==> src/rtl/fuse_pkg.sv <==
`timescale 1ns/1ps
package fuse_pkg;
  typedef enum logic [1:0] {OP_NONE = 2'd0, OP_READ = 2'd1, OP_PROG = 2'd2, OP_LOAD = 2'd3} opKind_t;

  // strobes from the sequencer to the datapath
  typedef struct packed {
    logic busy;
    logic wordDone;  // last cycle of one word access
    logic opEnd;     // last cycle of the settle period
  } ctlStrobe_t;

  localparam logic [15:0] UNLOCK_KEY = 16'h3E77;
  localparam int RELOAD_BIT = 12;
endpackage

==> src/rtl/fuse_control.sv <==
`timescale 1ns/1ps
module fuse_control
  import fuse_pkg::*;
#(
  parameter int STROBE_W = 8,
  parameter int RELAX_W  = 4,
  parameter int WAIT_W   = 8
) (
  input  logic                clk,
  input  logic                rstN,
  input  opKind_t             launchKind,
  input  logic                lastWord,
  input  logic [STROBE_W-1:0] rdLen,
  input  logic [STROBE_W-1:0] progLen,
  input  logic [RELAX_W-1:0]  relaxLen,
  input  logic [WAIT_W-1:0]   waitLen,
  output ctlStrobe_t          ctl,
  output logic                readStrobe,
  output logic                progStrobe
);
  localparam int CNT_W = ((STROBE_W > WAIT_W) ? STROBE_W : WAIT_W) + 2;

  typedef enum logic [1:0] {S_IDLE, S_STROBE, S_WAIT} state_t;

  state_t           state;
  opKind_t          kind;
  logic [CNT_W-1:0] step;
  logic [CNT_W-1:0] strobeLen;
  logic [CNT_W-1:0] relaxCycles;
  logic             strobeEnd;
  logic             waitEnd;
  logic             inWindow;

  always_comb begin
    strobeLen   = (kind == OP_PROG) ? CNT_W'(progLen) : CNT_W'(rdLen);
    relaxCycles = CNT_W'(relaxLen) + CNT_W'(1);
    strobeEnd   = (state == S_STROBE) && (step == strobeLen);
    waitEnd     = (state == S_WAIT) && (step == CNT_W'(waitLen));
    inWindow    = (step >= relaxCycles) && ((step + relaxCycles) <= strobeLen);
    readStrobe  = (state == S_STROBE) && inWindow && (kind != OP_PROG);
    progStrobe  = (state == S_STROBE) && inWindow && (kind == OP_PROG);
    ctl.busy     = (state != S_IDLE);
    ctl.wordDone = strobeEnd;
    ctl.opEnd    = waitEnd;
  end

  always_ff @(posedge clk) begin
    if (!rstN) begin
      state <= S_IDLE;
      kind  <= OP_NONE;
      step  <= '0;
    end else begin
      unique case (state)
        S_IDLE: if (launchKind != OP_NONE) begin
          state <= S_STROBE;
          kind  <= launchKind;
          step  <= '0;
        end
        S_STROBE: if (strobeEnd) begin
          step <= '0;
          if (lastWord) state <= S_WAIT;
        end else begin
          step <= step + CNT_W'(1);
        end
        S_WAIT: if (waitEnd) begin
          state <= S_IDLE;
          kind  <= OP_NONE;
        end else begin
          step <= step + CNT_W'(1);
        end
        default: state <= S_IDLE;
      endcase
    end
  end

  // the datapath never hands over a launch while an operation runs
  a_r2_no_launch_busy: assert property (@(posedge clk) disable iff (!rstN)
    ctl.busy |-> launchKind == OP_NONE);
endmodule

==> src/rtl/fuse_datapath.sv <==
`timescale 1ns/1ps
module fuse_datapath
  import fuse_pkg::*;
#(
  parameter int FUSE_WORDS = 16,
  parameter int READ_WORDS = 2,
  parameter int BUS_AW     = 6,
  parameter logic [FUSE_WORDS-1:0] LOCKED_MASK  = {1'b1, {(FUSE_WORDS-1){1'b0}}},
  parameter logic [FUSE_WORDS-1:0] CORRUPT_MASK = FUSE_WORDS'(1) << 6
) (
  input  logic              clk,
  input  logic              rstN,
  input  logic              busWr,
  input  logic [BUS_AW-1:0] busAddr,
  input  logic [31:0]       busWdata,
  output logic [31:0]       busRdata,
  input  ctlStrobe_t        ctl,
  output opKind_t           launchKind,
  output logic              lastWord,
  output logic [7:0]        tRd,
  output logic [7:0]        tProg,
  output logic [3:0]        tRelax,
  output logic [7:0]        tWait
);
  localparam int ADDR_W = $clog2(FUSE_WORDS);
  localparam int NUM_W  = (READ_WORDS > 1) ? $clog2(READ_WORDS) : 1;
  localparam logic [BUS_AW-1:0] A_CTRL = BUS_AW'(0), A_SET = BUS_AW'(1), A_CLR = BUS_AW'(2),
    A_TIME = BUS_AW'(3), A_RDCTL = BUS_AW'(4), A_DATA = BUS_AW'(5), A_STAT = BUS_AW'(6),
    A_STCLR = BUS_AW'(7);
  localparam int RDATA_BASE = 8;
  localparam int SHADOW_BASE = 32;

  logic [ADDR_W-1:0] ctrlAddr, opAddr, wordCnt, curAddr;
  logic [15:0]       unlockKey;
  logic              reloadBit, readFuse, errFlag, progFail, lockedFlag;
  logic [NUM_W-1:0]  readNum, rdIdx;
  logic [31:0]       dataReg;
  logic [READ_WORDS-1:0] ded;
  logic [READ_WORDS-1:0][31:0] readData;
  logic [FUSE_WORDS-1:0][31:0] shadow, fuseData;
  logic [FUSE_WORDS-1:0] fuseChk, fuseUsed;
  opKind_t opKindQ;

  logic wrCtrl, wrSet, wrClr, wrTime, wrRdCtl, wrData, wrStClr;
  logic wantLoad, wantRead, reject, keyOk, errSet, chkBad;
  logic isProgDone, isReadDone, isLoadDone;
  logic unusedBits;

  assign unusedBits = ^{busWdata[15:13], busWdata[11:ADDR_W]};

  always_comb begin
    wrCtrl   = busWr && busAddr == A_CTRL;
    wrSet    = busWr && busAddr == A_SET;
    wrClr    = busWr && busAddr == A_CLR;
    wrTime   = busWr && busAddr == A_TIME;
    wrRdCtl  = busWr && busAddr == A_RDCTL;
    wrData   = busWr && busAddr == A_DATA;
    wrStClr  = busWr && busAddr == A_STCLR;
    wantLoad = (wrCtrl || wrSet) && busWdata[RELOAD_BIT];
    wantRead = wrRdCtl && busWdata[0];
    reject   = (wantLoad || wantRead || wrData) && ctl.busy;
    keyOk    = unlockKey == UNLOCK_KEY;
    errSet   = reject || (wrData && !ctl.busy && !keyOk);
    if (ctl.busy)                 launchKind = OP_NONE;
    else if (wantLoad)            launchKind = OP_LOAD;
    else if (wantRead)            launchKind = OP_READ;
    else if (wrData && keyOk)     launchKind = OP_PROG;
    else                          launchKind = OP_NONE;
    curAddr    = opAddr + wordCnt;
    rdIdx      = wordCnt[NUM_W-1:0];
    chkBad     = (^fuseData[curAddr]) != fuseChk[curAddr];
    isProgDone = ctl.wordDone && opKindQ == OP_PROG;
    isReadDone = ctl.wordDone && opKindQ == OP_READ;
    isLoadDone = ctl.wordDone && opKindQ == OP_LOAD;
    unique case (opKindQ)
      OP_READ: lastWord = wordCnt == ADDR_W'(readNum);
      OP_LOAD: lastWord = wordCnt == ADDR_W'(FUSE_WORDS - 1);
      default: lastWord = 1'b1;
    endcase
  end

  // control register: address, unlock key, reload trigger
  always_ff @(posedge clk) begin
    if (!rstN) begin
      ctrlAddr <= '0; unlockKey <= '0; reloadBit <= 1'b0;
    end else begin
      if (!reject) begin
        if (wrCtrl) begin
          ctrlAddr <= busWdata[ADDR_W-1:0];
          unlockKey <= busWdata[31:16];
        end else if (wrSet) begin
          ctrlAddr <= ctrlAddr | busWdata[ADDR_W-1:0];
          unlockKey <= unlockKey | busWdata[31:16];
        end else if (wrClr) begin
          ctrlAddr <= ctrlAddr & ~busWdata[ADDR_W-1:0];
          unlockKey <= unlockKey & ~busWdata[31:16];
        end
        if (wantLoad) reloadBit <= 1'b1;
      end
      if (isProgDone) unlockKey <= '0;
      if (ctl.opEnd && opKindQ == OP_LOAD) reloadBit <= 1'b0;
    end
  end

  // timing, read control, data
  always_ff @(posedge clk) begin
    if (!rstN) begin
      tWait <= 8'd1; tRelax <= 4'd0; tRd <= 8'd3; tProg <= 8'd9;
      readFuse <= 1'b0; readNum <= '0; dataReg <= '0;
    end else begin
      if (wrTime) begin
        tWait <= busWdata[7:0]; tRelax <= busWdata[11:8];
        tRd <= busWdata[19:12]; tProg <= busWdata[27:20];
      end
      if (wrRdCtl && !reject) begin
        readFuse <= busWdata[0];
        readNum  <= busWdata[4 +: NUM_W];
      end
      if (ctl.opEnd && opKindQ == OP_READ) readFuse <= 1'b0;
      if (launchKind == OP_PROG) dataReg <= busWdata;
    end
  end

  // sticky status flags
  always_ff @(posedge clk) begin
    if (!rstN) begin
      errFlag <= 1'b0; progFail <= 1'b0; lockedFlag <= 1'b0; ded <= '0;
    end else begin
      if (wrStClr) begin
        errFlag    <= errFlag & ~busWdata[1];
        progFail   <= progFail & ~busWdata[2];
        lockedFlag <= lockedFlag & ~busWdata[3];
        ded        <= ded & ~busWdata[4 +: READ_WORDS];
      end
      if (errSet) errFlag <= 1'b1;
      if (isProgDone && LOCKED_MASK[curAddr]) lockedFlag <= 1'b1;
      else if (isProgDone && fuseUsed[curAddr]) progFail <= 1'b1;
      for (int k = 0; k < READ_WORDS; k++)
        if (isReadDone && rdIdx == NUM_W'(k) && chkBad) ded[k] <= 1'b1;
    end
  end

  // operation bookkeeping, read results, shadows
  always_ff @(posedge clk) begin
    if (!rstN) begin
      opKindQ <= OP_NONE; opAddr <= '0; wordCnt <= '0;
      readData <= '0; shadow <= '0;
    end else begin
      if (launchKind != OP_NONE) begin
        opKindQ <= launchKind;
        opAddr  <= (launchKind == OP_LOAD) ? '0 : ctrlAddr;
        wordCnt <= '0;
      end else if (ctl.wordDone) begin
        wordCnt <= wordCnt + ADDR_W'(1);
      end
      for (int k = 0; k < READ_WORDS; k++)
        if (isReadDone && rdIdx == NUM_W'(k)) readData[k] <= fuseData[curAddr];
      if (isLoadDone) shadow[curAddr] <= fuseData[curAddr];
    end
  end

  // behavioural fuse array
  always_ff @(posedge clk) begin
    if (!rstN) begin
      for (int i = 0; i < FUSE_WORDS; i++) begin
        fuseData[i] <= 32'h0101_0101 * 32'(i);
        fuseChk[i]  <= (^(32'h0101_0101 * 32'(i))) ^ CORRUPT_MASK[i];
        fuseUsed[i] <= 1'b0;
      end
    end else if (isProgDone && !LOCKED_MASK[curAddr] && !fuseUsed[curAddr]) begin
      fuseData[curAddr] <= fuseData[curAddr] | dataReg;
      fuseChk[curAddr]  <= ^(fuseData[curAddr] | dataReg);
      fuseUsed[curAddr] <= 1'b1;
    end
  end

  always_comb begin
    busRdata = '0;
    unique case (busAddr)
      A_CTRL: begin
        busRdata[ADDR_W-1:0] = ctrlAddr;
        busRdata[RELOAD_BIT] = reloadBit;
        busRdata[31:16]      = unlockKey;
      end
      A_TIME:  busRdata = {4'b0, tProg, tRd, tRelax, tWait};
      A_RDCTL: begin
        busRdata[0] = readFuse;
        busRdata[4 +: NUM_W] = readNum;
      end
      A_DATA:  busRdata = dataReg;
      A_STAT:  begin
        busRdata[3:0] = {lockedFlag, progFail, errFlag, ctl.busy};
        busRdata[4 +: READ_WORDS] = ded;
      end
      default: begin
        for (int k = 0; k < READ_WORDS; k++)
          if (busAddr == BUS_AW'(RDATA_BASE + k)) busRdata = readData[k];
        for (int i = 0; i < FUSE_WORDS; i++)
          if (busAddr == BUS_AW'(SHADOW_BASE + i)) busRdata = shadow[i];
      end
    endcase
  end

  // fuse contents only move on a program word step
  a_r1_fuse_stable: assert property (@(posedge clk) disable iff (!rstN)
    !isProgDone |=> $stable(fuseData));
  // the reload trigger is only visible while the sequencer is busy
  a_r3_reload_busy: assert property (@(posedge clk) disable iff (!rstN)
    reloadBit |-> ctl.busy);
  // key is gone after each program step
  a_r10_key_dropped: assert property (@(posedge clk) disable iff (!rstN)
    isProgDone |=> unlockKey == 16'h0);
  // an uncorrectable flag rises only after a read word step
  a_r8_ded_after_read: assert property (@(posedge clk) disable iff (!rstN)
    ((ded & ~$past(ded)) != '0) |-> $past(isReadDone));
endmodule

==> src/rtl/fuse_sequencer.sv <==
`timescale 1ns/1ps
module fuse_sequencer
  import fuse_pkg::*;
#(
  parameter int FUSE_WORDS = 16,
  parameter int READ_WORDS = 2,
  parameter int BUS_AW     = 6
) (
  input  logic              clk,
  input  logic              rstN,
  input  logic              busWr,
  input  logic [BUS_AW-1:0] busAddr,
  input  logic [31:0]       busWdata,
  output logic [31:0]       busRdata,
  output logic              busy,
  output logic              readStrobe,
  output logic              progStrobe
);
  ctlStrobe_t ctl;
  opKind_t    launchKind;
  logic       lastWord;
  logic [7:0] tRd, tProg, tWait;
  logic [3:0] tRelax;

  fuse_datapath #(.FUSE_WORDS(FUSE_WORDS), .READ_WORDS(READ_WORDS), .BUS_AW(BUS_AW)) dp (
    .clk(clk), .rstN(rstN), .busWr(busWr), .busAddr(busAddr), .busWdata(busWdata),
    .busRdata(busRdata), .ctl(ctl), .launchKind(launchKind), .lastWord(lastWord),
    .tRd(tRd), .tProg(tProg), .tRelax(tRelax), .tWait(tWait));

  fuse_control #(.STROBE_W(8), .RELAX_W(4), .WAIT_W(8)) seq (
    .clk(clk), .rstN(rstN), .launchKind(launchKind), .lastWord(lastWord),
    .rdLen(tRd), .progLen(tProg), .relaxLen(tRelax), .waitLen(tWait),
    .ctl(ctl), .readStrobe(readStrobe), .progStrobe(progStrobe));

  assign busy = ctl.busy;
endmodule

==> config.mk <==
export PLATFORM = sky130hd
export DESIGN_NAME = fuse_sequencer
export DESIGN_NICKNAME = d
export VERILOG_FILES = /design/src/rtl/fuse_pkg.sv /design/src/rtl/fuse_control.sv /design/src/rtl/fuse_datapath.sv /design/src/rtl/fuse_sequencer.sv
export SDC_FILE = /design/constraint.sdc
export NUM_CORES = 2
export LEC_CHECK = 0
export CAP_MARGIN = 0
export CORE_UTILIZATION = 62
export CTS_BUF_LIST = sky130_fd_sc_hd__clkbuf_16
export DETAILED_ROUTE_END_ITERATION = 12
export GPL_TIMING_DRIVEN = 0
export PLACE_DENSITY = 0.79
export SYNTH_ARGS = -nofsm -noshare
export SYNTH_HDL_FRONTEND = slang
export SYNTH_SLANG_ARGS = --single-unit
==> constraint.sdc <==
create_clock -name clk -period 8.4 [get_ports clk]
set_input_delay 1.26 -clock clk [delete_from_list [all_inputs] [get_ports clk]]
set_output_delay 1.26 -clock clk [all_outputs]
set_load 0.03 [all_outputs]
==> results.tsv <==
stage	metric	value	unit
status	status	complete, but fails checks	
status	violated checks	capacitance limit, slew limit, setup timing	
critical_path	Crit path depth	13	
clock_tree	# hold bufs at CTS	0	
synth	Yosys reg bits	1232	
die	std cell rows	107	
power_and_ir_drop	total power	11.9	mW
grt	total gr overflow	0	
synth	Synth Area per Inst	8.37	um2
power_and_ir_drop	LEAKAGE	21.0	nW
routing	final WL	230000	um
synth	Post-synth ARST share	0	%
synth	syn_nets	6517	
place	routability cong.	1.06	
die	Chip Width	297	um
critical_path	Arrival @ worst endpoint	7330	ps
timing	Slew Viols, Final	14	
layout	layout cells sized above 1	7.46	%
timing	setup TNS	-786	ps
grt	initial antenna violation count	12	
place	hpwl dp	167000	um
synth	post-synth top area cell	dfxtp_1	
critical_path	Top delay family on crit path	buffers and inverters	
timing	setup ws final	-194	ps
synth	synthesized instance count	6447	
die	Initial Utilization	62.9	%
routing	final antenna-violating net count	0	
synth	Synth Flop Type	dfxtp_1	
critical_path	crit-path cells	clkdlybuf4s50_1 > clkdlybuf4s15_2 > clkdlybuf4s18_2 > clkbuf_2 > clkbuf_2 > clkbuf_2 > o21ai_0 > a2111oi_1 > o21ai_0 > nand3_1 > o211ai_1 > nand3_1 > clkdlybuf4s50_1	
timing	Max Clk Rate	116	MHz
critical_path	CP max stage cell	a2111oi_1	
die	Die Area	88200	um2
synth	EDFF count, synth	0	
critical_path	CP peak stage delay	1020	ps
critical_path	WP buf/inv	7	
critical_path	Req. time, crit path	7140	ps
critical_path	end point of the critical path	busRdata[26]	
clock_tree	cts bufs inserted	130	
timing	fin crit share	102	%
routing	vias per cell	6.83	
routing	vias	53900	
critical_path	startpoint types	primary input	
critical_path	r2r endpoint	dp.fuseData[17]	
critical_path	cell mode on critical path	clkbuf_2	
critical_path	Reg2Reg Depth	16	
grt	first-pass GRT wire length	329000	um
routing	DR WL/cell	29.1	um
layout	nets@finish	6723	
place	I/O Buffers	72	
timing	Setup violations, final	8	
grt	vias in the first global route	49300	
clock_tree	clk_lat worst skew	760	ps
timing	final worst path period need	8590	ps
grt	Global Route Usage Sum	50.5	%
critical_path	kind of critical path	in2out	
critical_path	RR Startpoint	dp.wordCnt[0]	
clock_tree	root buffer cell	clkbuf_16	
layout	final non-filler cell total	7893	
clock_tree	H-tree levels	4	
critical_path	reg2reg setup slack	850	ps
clock_tree	CTS tree	yes	
place	placed cells	7666	
routing	DRT Pass-1 Iters	12	
clock_tree	Clock transition at path regs	60	ps
critical_path	crit path max fanout	10	
timing	slew margin rel.	-19.0	%
clock_tree	clock buffer depth	3	
timing	RSZ-0062 raised after global routing	no	
synth	mapped cell area	53900	um2
timing	worst-margin pin slew	1780	ps
grt	pin count of the biggest net entering global routing	17	
synth	synth top area cells	dfxtp_1, nor2_1, a21oi_1, mux4_2, a211oi_1	
power_and_ir_drop	VDD IR-drop max	0.000222	V
power_and_ir_drop	Cell Pwr Density	198	nW/um2
die	I/O Pins	76	
routing	Remaining DRCs	0	
critical_path	critical path startpoint	busAddr[0]	
clock_tree	CTS Sinks	1232	
die	core region area	85700	um2
synth	Yosys top cell area share	45.7	%
routing	Initial DRC Count	9606	
hold_path	worst min path class	reg2reg	
timing	Hold WS	435	ps
die	chip height	297	um
timing	Final Hold Violating Endpoints	0	
layout	area delta synth->final	11.7	%
critical_path	CP endpoint kind	output port	
timing	clock skew	29.2	ps
synth	Yosys cell types	76	
job	max_cap viols	1	
synth	yosys synthesis warning count	0	
synth	sequential share of the synthesized area	45.7	%
layout	Core Util, Final	70.3	%
==> sequential cells by signal, summed over array words and instances, names as in the netlist, named ones only <==
register,cells
dp.dataReg,32
dp.ded,2
dp.errFlag,1
dp.fuseChk,16
dp.fuseData,512
dp.fuseUsed,16
dp.lockedFlag,1
dp.opAddr,4
dp.opKindQ,2
dp.progFail,1
dp.readData,64
dp.readFuse,1
dp.readNum,1
dp.reloadBit,1
dp.shadow,512
dp.tProg,8
dp.tRd,8
dp.tRelax,4
dp.tWait,8
dp.wordCnt,4
seq.kind,2
seq.state,2
seq.step,10
==> per-stage QoR <==
step | instance area (um2) | worst slack, ps
floorplan | 53900 | 2580
global placement | 56100 | -1910
detailed placement | 56100 | -1380
CTS | 60200 | 13.5
global route | 60200 | 32.8
finish | 60200 | -194
==> cell usage in the layout (no fill, tap or decap), types with 63 or more instances in the layout <==
cell             synthesis  layout
nor2_1                1747    1745
dfxtp_1               1232    1232
a21oi_1                764     763
clkbuf_1               509     494
nand2_1                437     437
a211oi_1               395     395
o21ai_0                213     212
mux4_2                 146     146
clkbuf_16                0     136
mux2i_1                126     126
o211ai_1                89      89
clkdlybuf4s50_1          0      72
xnor2_1                 63      63
==> report_power, final <==
part           switching, mW  internal [mW]  leakage (nW)  total [mW]
logic                  0.358         0.0914          9.00       0.450
registers            0.00241           5.84          9.92        5.84
clock network           2.47           3.15          2.05        5.62
total                   2.83           9.09          21.0        11.9
==> cell families (layout without fill, tap and decap cells) <==
logic type / Yosys count / count (layout) / share of synthesized area (%)
simple gates: 2427 / 2427 / 18.0
compound gates: 1699 / 1699 / 19.4
flops: 1232 / 1232 / 45.7
buf+inv: 639 / 937 / 4.83
mux: 326 / 326 / 9.57
xor+xnor: 95 / 95 / 1.74
fa+ha+maj: 29 / 29 / 0.701
other cells: 0 / 4 / 0
==> what timing repair did <==
action,4_1_cts,5_1_grt
pin swaps,0,0
cloned,0,0
gates resized for setup,26,21
buffers inserted,0,0
endpoints found under the setup margin,30,14
==> metal layers <==
layer / vias to the layer above / share of wire (%) / track usage, %
li1: 22800 / - / -
met1: 25300 / 35 / 64.2
met2: 4760 / 40 / 69.5
met3: 981 / 18 / 21.5
met4: 16 / 7.6 / 33.7
met5: - / 0.044 / 0
==> synth_stat cells, drive strengths merged, types with 59 or more instances <==
cell type	number
a211oi	403
clkbuf	510
a21oi	764
buf	108
nand3	59
mux2i	128
o21ai	221
nor2	1762
dfxtp	1232
nand2	438
xnor2	66
mux4	146
o211ai	89
==> layout make-up <==
class                      count  area, um2
tap                         1144       1430
clock inverter                88        584
sequential                  1232      24700
timing repair buffer          75        748
multi-input combinational   4576      26700
antenna                        4       10.0
fill                        6890      25400
inverter                      21       78.8
buffer                       617       2580
clock buffer                 136       3400
==> worst min-delay path by stage <==
stage / startpoint / endpoint / slack [ps] / cells after the start
floorplan: dp.fuseData[480] / dp.fuseData[480] / 410 / 1
finish: dp.fuseData[499] / dp.fuseData[499] / 440 / 1
CTS: dp.fuseData[483] / dp.fuseData[483] / 440 / 1
global route: dp.fuseData[482] / dp.fuseData[482] / 450 / 1
detailed placement: dp.fuseData[480] / dp.fuseData[480] / 420 / 1
global placement: dp.fuseData[481] / dp.fuseData[481] / 420 / 1
==> worst reg2reg max path, stage by stage, from the launching register on <==
cell and delay (ps):
dfxtp_1 420, ha_1 280, fa_1 700, buf_2 380, buf_4 300, buf_2 520
buf_2 570, buf_1 660, mux4_2 430, a211oi_1 240, a31oi_1 150, nor2_2 400
nand3_1 330, nor3_1 590, clkbuf_1 570, buf_1 670, a211oi_1 190
Power figures use the tool's default switching activity.
